[config.mk]
export PLATFORM = sky130hd
export DESIGN_NAME = tlp_tx_framer
export DESIGN_NICKNAME = d
export VERILOG_FILES = /design/src/rtl/tlp_tx_pkg.sv /design/src/rtl/tlp_cfg_bank.sv /design/src/rtl/tlp_crc_acc.sv /design/src/rtl/tlp_tx_framer.sv
export SDC_FILE = /design/constraint.sdc
export NUM_CORES = 1
export LEC_CHECK = 0
export ABC_AREA = 1
export CAP_MARGIN = 20
export CORE_ASPECT_RATIO = 1.75
export CORE_MARGIN = 5
export CORE_UTILIZATION = 35
export CTS_CLUSTER_DIAMETER = 30
export DETAILED_ROUTE_END_ITERATION = 10
export PLACE_DENSITY = 0.62
export SYNTH_ARGS = -nofsm -noshare
export SYNTH_HDL_FRONTEND = slang
export SYNTH_SLANG_ARGS = --single-unit
[constraint.sdc]
create_clock -name clk -period 4.51 [get_ports clk]
set_input_delay 0.6765 -clock clk [delete_from_list [all_inputs] [get_ports clk]]
set_output_delay 0.6765 -clock clk [all_outputs]
set_load 0.01 [all_outputs]
[src/rtl/tlp_tx_pkg.sv]
package tlp_tx_pkg;

  localparam logic [2:0]  FMT_WR3 = 3'b010;
  localparam logic [4:0]  TYPE_MEM = 5'b00000;
  localparam logic [31:0] CRC_POLY = 32'h04C1_1DB7;
  localparam logic [31:0] CRC_SEED = 32'hFFFF_FFFF;
  localparam logic [31:0] VARIANT_MASK = 32'h0100_4000;

  typedef enum logic [2:0] {
    S_IDLE, S_HDR0, S_HDR1, S_HDR2, S_PAY, S_CRC
  } fr_state_t;

  typedef struct packed {
    logic [15:0] rid;
    logic [2:0]  tc;
    logic [1:0]  attr;
    logic        crc_en;
    logic [7:0]  len_raw;
  } fr_cfg_t;

  function automatic logic [31:0] crc32_word(input logic [31:0] c_in,
                                             input logic [31:0] d);
    logic [31:0] c;
    c = c_in;
    for (int i = 31; i >= 0; i--) begin
      if (c[31] ^ d[i]) c = (c << 1) ^ CRC_POLY;
      else              c = c << 1;
    end
    return c;
  endfunction

endpackage

[src/rtl/tlp_cfg_bank.sv]
module tlp_cfg_bank
  import tlp_tx_pkg::*;
(
  input  logic          clk,
  input  logic          rst,
  input  logic          we,
  input  logic [1:0]    addr,
  input  logic [31:0]   wdata,
  output fr_cfg_t       cfg
);
  always_ff @(posedge clk) begin
    if (rst) begin
      cfg.rid     <= '0;
      cfg.tc      <= '0;
      cfg.attr    <= '0;
      cfg.crc_en  <= 1'b0;
      cfg.len_raw <= 8'd1;
    end else if (we) begin
      case (addr)
        2'd0: cfg.rid <= wdata[15:0];
        2'd1: begin
          cfg.tc     <= wdata[2:0];
          cfg.attr   <= wdata[5:4];
          cfg.crc_en <= wdata[8];
        end
        2'd2: cfg.len_raw <= wdata[7:0];
        default: ;
      endcase
    end
  end
endmodule

[src/rtl/tlp_crc_acc.sv]
module tlp_crc_acc
  import tlp_tx_pkg::*;
(
  input  logic        clk,
  input  logic        rst,
  input  logic        restart,
  input  logic        en,
  input  logic [31:0] word,
  output logic [31:0] crc_q
);
  logic [31:0] base;
  assign base = restart ? CRC_SEED : crc_q;

  always_ff @(posedge clk) begin
    if (rst)          crc_q <= CRC_SEED;
    else if (en)      crc_q <= crc32_word(base, word);
    else if (restart) crc_q <= CRC_SEED;
  end
endmodule

[src/rtl/tlp_tx_framer.sv]
module tlp_tx_framer
  import tlp_tx_pkg::*;
#(
  parameter int MAX_LEN = 16,
  parameter int DIR_BIT = 32
) (
  input  logic                        clk,
  input  logic                        rst,
  input  logic                        desc_valid,
  output logic                        desc_ready,
  input  logic [63:0]                 desc_data,
  input  logic                        cfg_we,
  input  logic [1:0]                  cfg_addr,
  input  logic [31:0]                 cfg_wdata,
  output logic                        buf_rd_en,
  output logic [$clog2(MAX_LEN)-1:0]  buf_rd_addr,
  input  logic [31:0]                 buf_rd_data,
  output logic                        tx_valid,
  input  logic                        tx_ready,
  output logic [31:0]                 tx_data,
  output logic                        tx_last
);
  localparam int IDX_W = $clog2(MAX_LEN);
  localparam int LEN_W = $clog2(MAX_LEN + 1);

  fr_cfg_t     cfg;
  fr_state_t   st;
  logic [31:0] addr_q;
  logic [15:0] rid_q;
  logic [2:0]  tc_q;
  logic [1:0]  attr_q;
  logic        crc_en_q;
  logic [LEN_W-1:0] len_q, len_norm;
  logic [IDX_W-1:0] len_m1, cnt;
  logic [7:0]  tag;
  logic        data_ok;
  logic [31:0] crc_q;

  logic        out_free, load, load_last;
  logic [31:0] load_word, dw0, dw1, dw2, crc_in;

  tlp_cfg_bank u_cfg (
    .clk(clk), .rst(rst), .we(cfg_we), .addr(cfg_addr), .wdata(cfg_wdata), .cfg(cfg)
  );

  always_comb begin
    if (cfg.len_raw == 8'd0)                 len_norm = LEN_W'(1);
    else if (cfg.len_raw > 8'(MAX_LEN))      len_norm = LEN_W'(MAX_LEN);
    else                                     len_norm = LEN_W'(cfg.len_raw);
  end

  assign len_m1 = IDX_W'(len_q - LEN_W'(1));
  assign dw0 = {FMT_WR3, TYPE_MEM, 1'b0, tc_q, 4'b0, crc_en_q, 1'b0, attr_q, 2'b0, 10'(len_q)};
  assign dw1 = {rid_q, tag, (len_q > LEN_W'(1)) ? 4'hF : 4'h0, 4'hF};
  assign dw2 = {addr_q[31:2], 2'b00};

  assign out_free   = !tx_valid || tx_ready;
  assign desc_ready = (st == S_IDLE) && !tx_valid;

  always_comb begin
    load = 1'b0;
    load_word = '0;
    load_last = 1'b0;
    case (st)
      S_HDR0: begin load = out_free; load_word = dw0; end
      S_HDR1: begin load = out_free; load_word = dw1; end
      S_HDR2: begin load = out_free; load_word = dw2; end
      S_PAY: begin
        load = out_free && data_ok;
        load_word = buf_rd_data;
        load_last = (cnt == len_m1) && !crc_en_q;
      end
      S_CRC: begin load = out_free; load_word = ~crc_q; load_last = 1'b1; end
      default: ;
    endcase
  end

  assign crc_in = (st == S_HDR0) ? (load_word | VARIANT_MASK) : load_word;

  tlp_crc_acc u_crc (
    .clk(clk), .rst(rst), .restart(st == S_HDR0),
    .en(load && (st != S_CRC)), .word(crc_in), .crc_q(crc_q)
  );

  always_ff @(posedge clk) begin
    if (rst) begin
      st <= S_IDLE;
      tx_valid <= 1'b0;
      tx_data <= '0;
      tx_last <= 1'b0;
      tag <= '0;
      buf_rd_en <= 1'b0;
      buf_rd_addr <= '0;
      data_ok <= 1'b0;
      cnt <= '0;
      addr_q <= '0;
      rid_q <= '0;
      tc_q <= '0;
      attr_q <= '0;
      crc_en_q <= 1'b0;
      len_q <= LEN_W'(1);
    end else begin
      buf_rd_en <= 1'b0;
      data_ok <= buf_rd_en | (data_ok & !(load && st == S_PAY));
      if (load) begin
        tx_valid <= 1'b1;
        tx_data <= load_word;
        tx_last <= load_last;
      end else if (tx_ready) begin
        tx_valid <= 1'b0;
      end
      case (st)
        S_IDLE: if (desc_valid && desc_ready && desc_data[DIR_BIT]) begin
          addr_q <= desc_data[31:0];
          rid_q <= cfg.rid;
          tc_q <= cfg.tc;
          attr_q <= cfg.attr;
          crc_en_q <= cfg.crc_en;
          len_q <= len_norm;
          st <= S_HDR0;
        end
        S_HDR0: if (load) st <= S_HDR1;
        S_HDR1: if (load) st <= S_HDR2;
        S_HDR2: if (load) begin
          st <= S_PAY;
          cnt <= '0;
          buf_rd_en <= 1'b1;
          buf_rd_addr <= '0;
        end
        S_PAY: if (load) begin
          if (cnt == len_m1) begin
            st <= crc_en_q ? S_CRC : S_IDLE;
            if (!crc_en_q) tag <= tag + 8'd1;
          end else begin
            cnt <= cnt + IDX_W'(1);
            buf_rd_en <= 1'b1;
            buf_rd_addr <= cnt + IDX_W'(1);
          end
        end
        S_CRC: if (load) begin
          st <= S_IDLE;
          tag <= tag + 8'd1;
        end
        default: st <= S_IDLE;
      endcase
    end
  end

  // a beat offered but not taken stays frozen
  a_r10_hold_stable: assert property (@(posedge clk) disable iff (rst)
    (tx_valid && !tx_ready) |=> (tx_valid && $stable(tx_data) && $stable(tx_last)));

  // nothing follows the final beat directly
  a_r3_quiet_after_last: assert property (@(posedge clk) disable iff (rst)
    (tx_valid && tx_ready && tx_last) |=> !tx_valid);

  // first header word carries the write format and memory type
  a_r4_first_word_kind: assert property (@(posedge clk) disable iff (rst)
    (tx_valid && st == S_HDR1) |-> (tx_data[31:24] == 8'h40));

  // reads stay within the captured length
  a_r13_read_in_range: assert property (@(posedge clk) disable iff (rst)
    buf_rd_en |-> (buf_rd_addr <= len_m1));

  // captured length is within range
  a_r8_len_range: assert property (@(posedge clk) disable iff (rst)
    (st != S_IDLE) |-> (len_q >= LEN_W'(1) && len_q <= LEN_W'(MAX_LEN)));

endmodule

==> results.json, run 1 <==
{
  "wire_per_inst_um": 18.4,
  "cts.clk_slew.worst_paths_ps": 70,
  "relSlewSlack_pct": 33.3,
  "drc": 0,
  "drive_above_1_share_pct": 17.2,
  "avgSynthCellArea_um2": 6.08,
  "cp_top_family": "simple AND/OR/NAND/NOR gates",
  "finalHoldViolations": 0,
  "drt_pass1_iterations": 7,
  "antenna_found_initial": 0,
  "groute.usage.overall_pct": 25.3,
  "synth_cell_type_count": 45,
  "numCtsBuffers": 17,
  "fmax_mhz": 234,
  "die_area_um2": 40300,
  "synth.cell_area_um2": 12700,
  "finalCritPeriodShare_pct": 94.7,
  "top_level_ports": 175,
  "cp_data_required_time_ps": 4910,
  "synth-edff-count": 0,
  "cts_tree": "yes",
  "min_from": "addr_q[22]",
  "areaGrowthSynthToFinish_pct": 30.2,
  "cts_htree_levels": 4,
  "initial_core_util_pct": 35.4,
  "clock-sinks": 170,
  "chipHeight_um": 262,
  "crit_path_start_kind": "flop",
  "crit_type": "flop to flop",
  "cpMostUsedCell": "nand2_1",
  "ys_seq_area_share_pct": 26.8,
  "worst-path-buf-inv": 9,
  "worstHoldEndpoint": "addr_q[22]",
  "ant_nets": 0,
  "arrival_ps": 4670,
  "synth_nets": 2229,
  "place_ws_ps": -100,
  "via_per_inst": 5.03,
  "crit_path_max_fanout": 10,
  "routed_wl_um": 52300,
  "hp-class": "flop to flop",
  "drt_iter0_drc": 832,
  "clock_path_buffers": 2,
  "clkLatencyLatePin_ps": 460,
  "ys.flop_type": "dfxtp_1",
  "coreArea_um2": 35900,
  "status": "completed",
  "place_congestion": 1.02,
  "syn-instance-count": 2089,
  "dr_total_vias": 14300,
  "dpl.hpwl_um": 43600,
  "io_buffers": 125,
  "ys_warn_count": 0,
  "finalNetCount": 2506,
  "hold_depth": 2,
  "ys_async_sr_fraction_pct": 0,
  "grt_pass1_vias": 13900,
  "r2r_slack_ps": 240,
  "fin_crit_ps": 4270,
  "slew_viol_final": 0,
  "r2r_cells": 32,
  "antenna_cells": 0,
  "grt_max_degree": 127,
  "reg2reg_from": "st[2]",
  "max_stage_delay_ps": 450,
  "fill_cells": 3814,
  "r2r-end": "u_crc.crc_q[13]",
  "die_w_um": 154,
  "grt_first_pass_wirelength_um": 77700,
  "ys_ff_latch": 170,
  "finalSetupViolCount": 0,
  "setup_slack_ps": 241,
  "cp-end-kind": "flop",
  "clock-root-buffer": "clkbuf_16",
  "drv_cap": 0,
  "cp_slowest_cell": "dfxtp_4",
  "worst_clock_skew_ps": 13.4,
  "worst_pin_slew_ps": 1000,
  "rows": 92,
  "grt_overflow": 0
}
synth_stat cells (12+ instances only):
library cell | number | area, um2
nand2_2 | 70 | 438
nand4_1 | 20 | 125
buf_6 | 12 | 135
xor2_1 | 85 | 744
nand2_4 | 18 | 203
dfxtp_1 | 170 | 3400
or2_2 | 12 | 75.1
inv_2 | 18 | 67.6
nand3_2 | 19 | 190
nor2_1 | 211 | 792
nand2_1 | 650 | 2440
nand3_1 | 204 | 1020
clkbuf_1 | 45 | 169
xnor2_1 | 18 | 158
o21ai_1 | 17 | 85.1
o21ai_0 | 154 | 771
nor3_1 | 13 | 65.1
inv_1 | 187 | 702
a21oi_1 | 84 | 420
tightest hold or removal path, stage by stage, from the launching register on:
cell     delay (ps)
dfxtp_1         300
inv_1            70
a21oi_1          60
sequential cells by signal, summed over array words and instances, names as in the netlist:
name	cells
addr_q	30
attr_q	2
buf_rd_en	1
cnt	4
crc_en_q	1
data_ok	1
len_q	5
rid_q	16
st	3
tag	8
tc_q	3
tx_data	32
tx_last	1
tx_valid	1
u_cfg.cfg	30
u_crc.crc_q	32
metrics by stage:
stage	cells	setup TNS [ps]	cell area, um2	util (%)	hold WS, ps
after floorplan	2089	0	12700	-	425
after global placement	2810	-272	15800	43.9	446
after detailed placement	2810	-966	15800	43.9	454
after CTS	2842	0	16400	45.7	464
after global routing	2849	-17.1	16500	46.1	498
final	2849	0	16500	46.1	470
layout by cell type (no fill, tap or decap), drive strengths merged:
master / netlist / routed
inv: 208 / 215
clkinv: 2 / 5
nor3b: 3 / 3
a21oi: 84 / 84
a22oi: 6 / 6
a22o: 2 / 2
bufinv: 0 / 3
a221oi: 3 / 3
a31oi: 6 / 6
o21a: 1 / 1
nand2: 738 / 739
a21o: 1 / 1
or2: 12 / 12
xnor2: 19 / 19
clkbuf: 46 / 18
nand4: 20 / 20
ha: 5 / 5
a211oi: 3 / 3
and2: 3 / 3
clkinvlp: 0 / 1
dfxtp: 170 / 170
nor2: 216 / 216
buf: 30 / 209
clkdlybuf4s50: 0 / 124
o21ai: 172 / 172
nand3: 223 / 223
o211ai: 7 / 7
nand3b: 3 / 3
xor2: 90 / 90
nor3: 13 / 13
o2111ai: 3 / 3
final cells by class:
class / instances / area [um2] / share of cell area, %
clock buffer: 18 / 439 / 2.66
clock inverter: 14 / 205 / 1.24
inverter: 210 / 796 / 4.81
multi-input combinational: 1634 / 8170 / 49.4
sequential: 170 / 3410 / 20.6
tap: 470 / 588 / 3.56
timing repair buffer: 333 / 2930 / 17.7
per-layer routing:
metal  vias up  GRT usage (%)  wire [um]
met2       418           49.0      27800
li1       7220              -          -
met3       157           2.39       1610
met1      6533           24.1      18100
met4         0           19.5       4820
met5         -              0          0
cell families after synthesis:
| kind of cell | count (synthesis) | synth area share, % |
|---|---|---|
| simple gates | 1231 | 43.1 |
| compound gates | 288 | 12.0 |
| buf+inv | 286 | 9.45 |
| flops | 170 | 26.8 |
| xor+xnor | 109 | 8.14 |
| fa+ha+maj | 5 | 0.493 |
repair_timing:
| action | 4_1_cts | 5_1_grt |
|---|---|---|
| pin swaps | 0 | 4 |
| gates resized for setup | 1 | 17 |
| setup buffers | 0 | 6 |
| cloned | 0 | 1 |
| hold buffers | 0 | 0 |
| endpoints found under the setup margin | 3 | 31 |
worst max path at each step:
| stage | end | start | depth (start not counted) | slack (ps) |
|---|---|---|---|---|
| after detailed placement | u_crc.crc_q[13] | buf_rd_data[29] | 33 | -100 |
| after CTS | u_crc.crc_q[27] | st[0] | 29 | 60 |
| after global placement | u_crc.crc_q[27] | buf_rd_data[31] | 29 | -80 |
| after floorplan | u_crc.crc_q[13] | st[1] | 32 | 1160 |
| after global routing | u_crc.crc_q[13] | st[2] | 35 | -20 |
| final | u_crc.crc_q[13] | st[2] | 32 | 240 |
Power of run 1 is not shown: default switching activity piles up to over one toggle a cycle in this logic, so the estimate is an artifact.
==> run 2, diff against run 1 <==
--- a/config.mk
+++ b/config.mk
@@ -14,4 +14,5 @@
 export DETAILED_ROUTE_END_ITERATION = 10
 export PLACE_DENSITY = 0.62
+export RECOVER_POWER = 100
 export SYNTH_ARGS = -nofsm -noshare
 export SYNTH_HDL_FRONTEND = slang
==> constraint.sdc (replaced) <==
create_clock -name clk -period 4.51 [get_ports clk]
set_input_delay 0.6765 -clock clk [delete_from_list [all_inputs] [get_ports clk]]
set_output_delay 0.6765 -clock clk [all_outputs]
set_load 0.02 [all_outputs]
==> run 2 against run 1 <==
Net effect:
- the flow now finishes with violations (max-capacitance violations, max-slew violations)
- worst hold slack about the same
- global-route usage unchanged
- count of clock-buffer cells in the layout unchanged
- setup slack worse by 4.3 ps
- routed wire length about the same
- cell count unchanged
- core utilization about the same
- clock skew about the same
- fmax down 0.10%
- sequential cell count unchanged
- sequential share of layout area about the same
- register-to-register slack about the same
- largest cell class unchanged
==> results.json, run 2 (same netlist as run 1, synthesis figures left out) <==
{
  "cts_htree_levels": 4,
  "min_from": "addr_q[22]",
  "worstHoldEndpoint": "addr_q[22]",
  "clock-sinks": 170,
  "layout_common_cells": "nand2_1, nor2_1, nand3_1",
  "hp-class": "flop to flop",
  "antenna_cells": 0,
  "cp_slowest_cell": "dfxtp_4",
  "fin_crit_ps": 4270,
  "reg.largest.list": "tx_data: 32 flops, u_crc.crc_q: 32 flops",
  "drc": 0,
  "r2r_cells": 32,
  "place_area_um2": 15800,
  "via_per_inst": 5.03,
  "grt_first_pass_wirelength_um": 77700,
  "place_congestion": 1.02,
  "fin_setup_tns_ps": 0,
  "fill_cells": 3816,
  "status": "complete, but fails checks",
  "worst_clock_skew_ps": 13.1,
  "finalHoldViolations": 0,
  "cpMostUsedCell": "nand2_1",
  "areaGrowthSynthToFinish_pct": 30.2,
  "crit_path_start_kind": "flop",
  "slew_viol_final": 61,
  "finalNetCount": 2506,
  "grt_max_degree": 127,
  "r2r-end": "u_crc.crc_q[13]",
  "hold_depth": 2,
  "initial_core_util_pct": 35.4,
  "io_buffers": 125,
  "die_w_um": 154,
  "die_area_um2": 40300,
  "drive_above_1_share_pct": 17.1,
  "routed_wl_um": 52300,
  "ant_nets": 0,
  "crit_path_max_fanout": 10,
  "failed_checks": "max-capacitance violations, max-slew violations",
  "final_common_cell": "nand2_1",
  "relSlewSlack_pct": -56.8,
  "max_stage_delay_ps": 450,
  "grt_pass1_vias": 13900,
  "rows": 92,
  "crit_type": "flop to flop",
  "chipHeight_um": 262,
  "arrival_ps": 4670,
  "grt_overflow": 0,
  "numCtsBuffers": 17,
  "clock_path_buffers": 2,
  "stdcell_area_um2": 16500,
  "r2r_slack_ps": 240,
  "fmax_mhz": 234,
  "clkLatencyLatePin_ps": 460,
  "groute.usage.overall_pct": 25.3,
  "antenna_found_initial": 0,
  "clock-root-buffer": "clkbuf_16",
  "wire_per_inst_um": 18.4,
  "drt_pass1_iterations": 6,
  "cp_data_required_time_ps": 4910,
  "dpl.hpwl_um": 43600,
  "cts.clk_slew.worst_paths_ps": 70,
  "finalCritPeriodShare_pct": 94.8,
  "finalSetupViolCount": 0,
  "drt_iter0_drc": 831,
  "worst_pin_slew_ps": 2350,
  "reg2reg_from": "st[2]",
  "cp-end-kind": "flop",
  "coreArea_um2": 35900,
  "drv_cap": 1,
  "cts_tree": "yes",
  "dr_total_vias": 14300,
  "top_level_ports": 175
}
-- run 2: stage by stage --
| step | util [%] | setup WS (ps) | hold WS, ps | std cells |
|---|---|---|---|---|
| after floorplan | - | 1160 | 425 | 2089 |
| after global placement | 43.9 | -84.6 | 446 | 2810 |
| after detailed placement | 43.9 | -100 | 454 | 2810 |
| after CTS | 45.7 | 60.4 | 464 | 2842 |
| after global routing | 46.0 | -17.1 | 498 | 2849 |
| final | 46.0 | 236 | 470 | 2849 |
-- run 2: repair_timing --
action,CTS,global route
setup endpoints to repair,3,31
gates resized for setup,1,17
hold buffers,0,0
pin swaps,0,4
gates cloned,0,1
buffers inserted,0,6
-- run 2: worst max-delay path by stage --
| stage | from | depth (start not counted) | slack (ps) | endpoint |
|---|---|---|---|---|
| global route | st[2] | 35 | -20 | u_crc.crc_q[13] |
| finish | st[2] | 32 | 240 | u_crc.crc_q[13] |
| CTS | st[0] | 29 | 60 | u_crc.crc_q[27] |
| global placement | buf_rd_data[31] | 29 | -80 | u_crc.crc_q[27] |
| floorplan | st[1] | 32 | 1160 | u_crc.crc_q[13] |
| detailed placement | buf_rd_data[29] | 33 | -100 | u_crc.crc_q[13] |
-- run 2: cell type report --
cell class | instances | area, um2 | share of cell area [%]
tap | 470 | 588 | 3.56
clock buffer | 18 | 439 | 2.66
timing repair buffer | 333 | 2920 | 17.7
clock inverter | 14 | 205 | 1.24
inverter | 210 | 796 | 4.81
sequential | 170 | 3410 | 20.6
multi-input combinational | 1634 | 8170 | 49.4
-- run 2: critical path, delay by kind of cell, from the launching register on --
family	cells	cell delay [ps]
and+or+nand+nor	21	2140
AOI/OAI and AO/OA	1	240
DFF	1	450
buffers and inverters	9	1040
xor gates and xnor gates	1	300
-- run 2: routing by layer --
metal	share of wire, %	global-route usage (%)
met1	35	24.1
met2	53	49.0
met4	9.3	19.5
met3	3.1	2.39
met5	0	0
Power of run 2 is left out for the same reason.
==> run 3, diff against run 2 <==
GPL_ROUTABILITY_DRIVEN = 0   (was not set)
==> run 3 against run 2 <==
Net effect:
- critical path depth fell by 9
- largest cell class unchanged
- global-route usage shrank 1.9 points
- sequential share of layout area up 1.1 points
- the run still ends with max-capacitance violations, max-slew violations left
- highest routed layer unchanged
- setup slack better by 55 ps
- design area down 5.2%
- cell count shrank 3.3%
- sequential cell count is the same
- first-iteration DRC count down 20%
==> results.json, run 3 (same netlist as run 1, synthesis figures left out) <==
{
  "finalSetupViolCount": 0,
  "io_buffers": 125,
  "cts.clk_slew.worst_paths_ps": 70,
  "rsz0062_at_grt": "false",
  "top_level_ports": 175,
  "hp-class": "flop to flop",
  "rows": 92,
  "drv_cap": 1,
  "clock-root-buffer": "clkbuf_16",
  "setup_slack_ps": 291,
  "via_per_inst": 5.06,
  "antenna_cells": 0,
  "slew_viol_final": 61,
  "clock-sinks": 170,
  "antenna_found_initial": 0,
  "status": "complete, but fails checks",
  "ant_nets": 0,
  "r2r_slack_ps": 290,
  "dr_total_vias": 13900,
  "cts_tree": "yes",
  "crit_type": "flop to flop",
  "cts_htree_levels": 4,
  "worst_pin_slew_ps": 2270,
  "final_common_cell": "nand2_1",
  "crit_path_start_kind": "flop",
  "finalHoldViolations": 0,
  "die_area_um2": 40300,
  "drt_pass1_iterations": 5,
  "reg.largest.list": "tx_data: 32 flops, u_crc.crc_q: 32 flops",
  "drive_above_1_share_pct": 13.4,
  "drc": 0,
  "failed_checks": "max-capacitance violations, max-slew violations",
  "crit_path_max_fanout": 23,
  "cp_data_required_time_ps": 4810,
  "cp-end-kind": "flop",
  "grt_max_degree": 127,
  "clkLatencyLatePin_ps": 450,
  "areaGrowthSynthToFinish_pct": 23.5,
  "drt_iter0_drc": 665,
  "finalNetCount": 2413,
  "grt_first_pass_wirelength_um": 73700,
  "routed_wl_um": 47900,
  "grt_pass1_vias": 13600,
  "dpl.hpwl_um": 39300,
  "groute.usage.overall_pct": 23.4,
  "die_w_um": 154,
  "coreArea_um2": 35900,
  "chipHeight_um": 262,
  "fmax_mhz": 237,
  "fin_crit_ps": 4220,
  "place_ws_ps": -126,
  "fill_cells": 3880,
  "numCtsBuffers": 17,
  "relSlewSlack_pct": -51.3,
  "grt_overflow": 0,
  "arrival_ps": 4520,
  "clock_path_buffers": 2,
  "initial_core_util_pct": 35.4,
  "worst_clock_skew_ps": 9.47,
  "layout_common_cells": "nand2_1, nor2_1, nand3_1",
  "finalCritPeriodShare_pct": 93.5,
  "wire_per_inst_um": 17.4
}
-- run 3: cell count changes in the layout (fill, tap and decap cells not counted), moves of 2 or more --
cell	before	now
buf_4	196	106
buf_12	9	3
clkbuf_1	1	6
clkinvlp_4	1	5
bufinv_16	3	1
clkinv_8	2	0
inv_6	5	3
nand2_4	21	19
o21ai_1	16	18
-- run 3: area by class of cell --
| class | instances | area [um2] | share of cell area, % |
|---|---|---|---|
| Clock buffer | 21 | 450 | 2.87 |
| Clock inverter | 11 | 111 | 0.710 |
| Inverter | 210 | 800 | 5.10 |
| Multi-Input combinational cell | 1633 | 8160 | 52.0 |
| Sequential cell | 170 | 3410 | 21.8 |
| Tap cell | 470 | 588 | 3.75 |
| Timing Repair Buffer | 241 | 2160 | 13.8 |
-- run 3: stage by stage --
step | hold slack, ps | cell area [um2] | setup TNS, ps | utilization, % | std cells
after floorplan | 425 | 12700 | 0 | - | 2089
after global placement | 438 | 15000 | -84.1 | 41.9 | 2721
after detailed placement | 455 | 15000 | -150 | 41.9 | 2721
after global routing | 505 | 15700 | 0 | 43.7 | 2756
final | 467 | 15700 | 0 | 43.7 | 2756
after CTS | 466 | 15600 | 0 | 43.4 | 2753
-- run 3: worst paths after layout --
kind / cells after the start / start / to
worst max register to register: 23 / st[1] / u_crc.crc_q[31]
worst min-delay path: 2 / len_q[1] / len_q[1]
worst min register to register: 2 / len_q[1] / len_q[1]
worst max-delay path: 23 / st[1] / u_crc.crc_q[31]
-- run 3: worst max-delay path, cell delays in order (launching register included) --
cell,delay [ps]
dfxtp_2,370
inv_4,70
ha_1,380
nand2_8,140
buf_4,250
nand3_2,120
nand2_1,110
nor2_2,190
nand2_1,70
nand2_1,160
nand3_1,120
nand2_2,150
inv_2,70
nand2_1,80
nand2_1,180
nand2_2,110
nand3_1,210
nand2_4,210
xor2_4,250
xor2_1,210
a21oi_1,90
o21ai_1,270
buf_4,190
o211ai_1,70
-- run 3: metal layers --
layer	routed length (um)	part of all wire, %	global-route usage [%]
met2	24700	51	43.2
met3	1900	4.0	3.20
met1	16400	34	22.2
met4	4950	10	20.9
met5	0	0	0
-- run 3: repair_timing --
item	in CTS	in global routing
gates cloned	0	0
gates resized for setup	1	23
endpoints found under the hold margin	0	0
pin swaps	0	3
setup buffers	0	3
hold buffers	0	0
setup endpoints to repair	1	32
Power of run 3 is left out for the same reason.
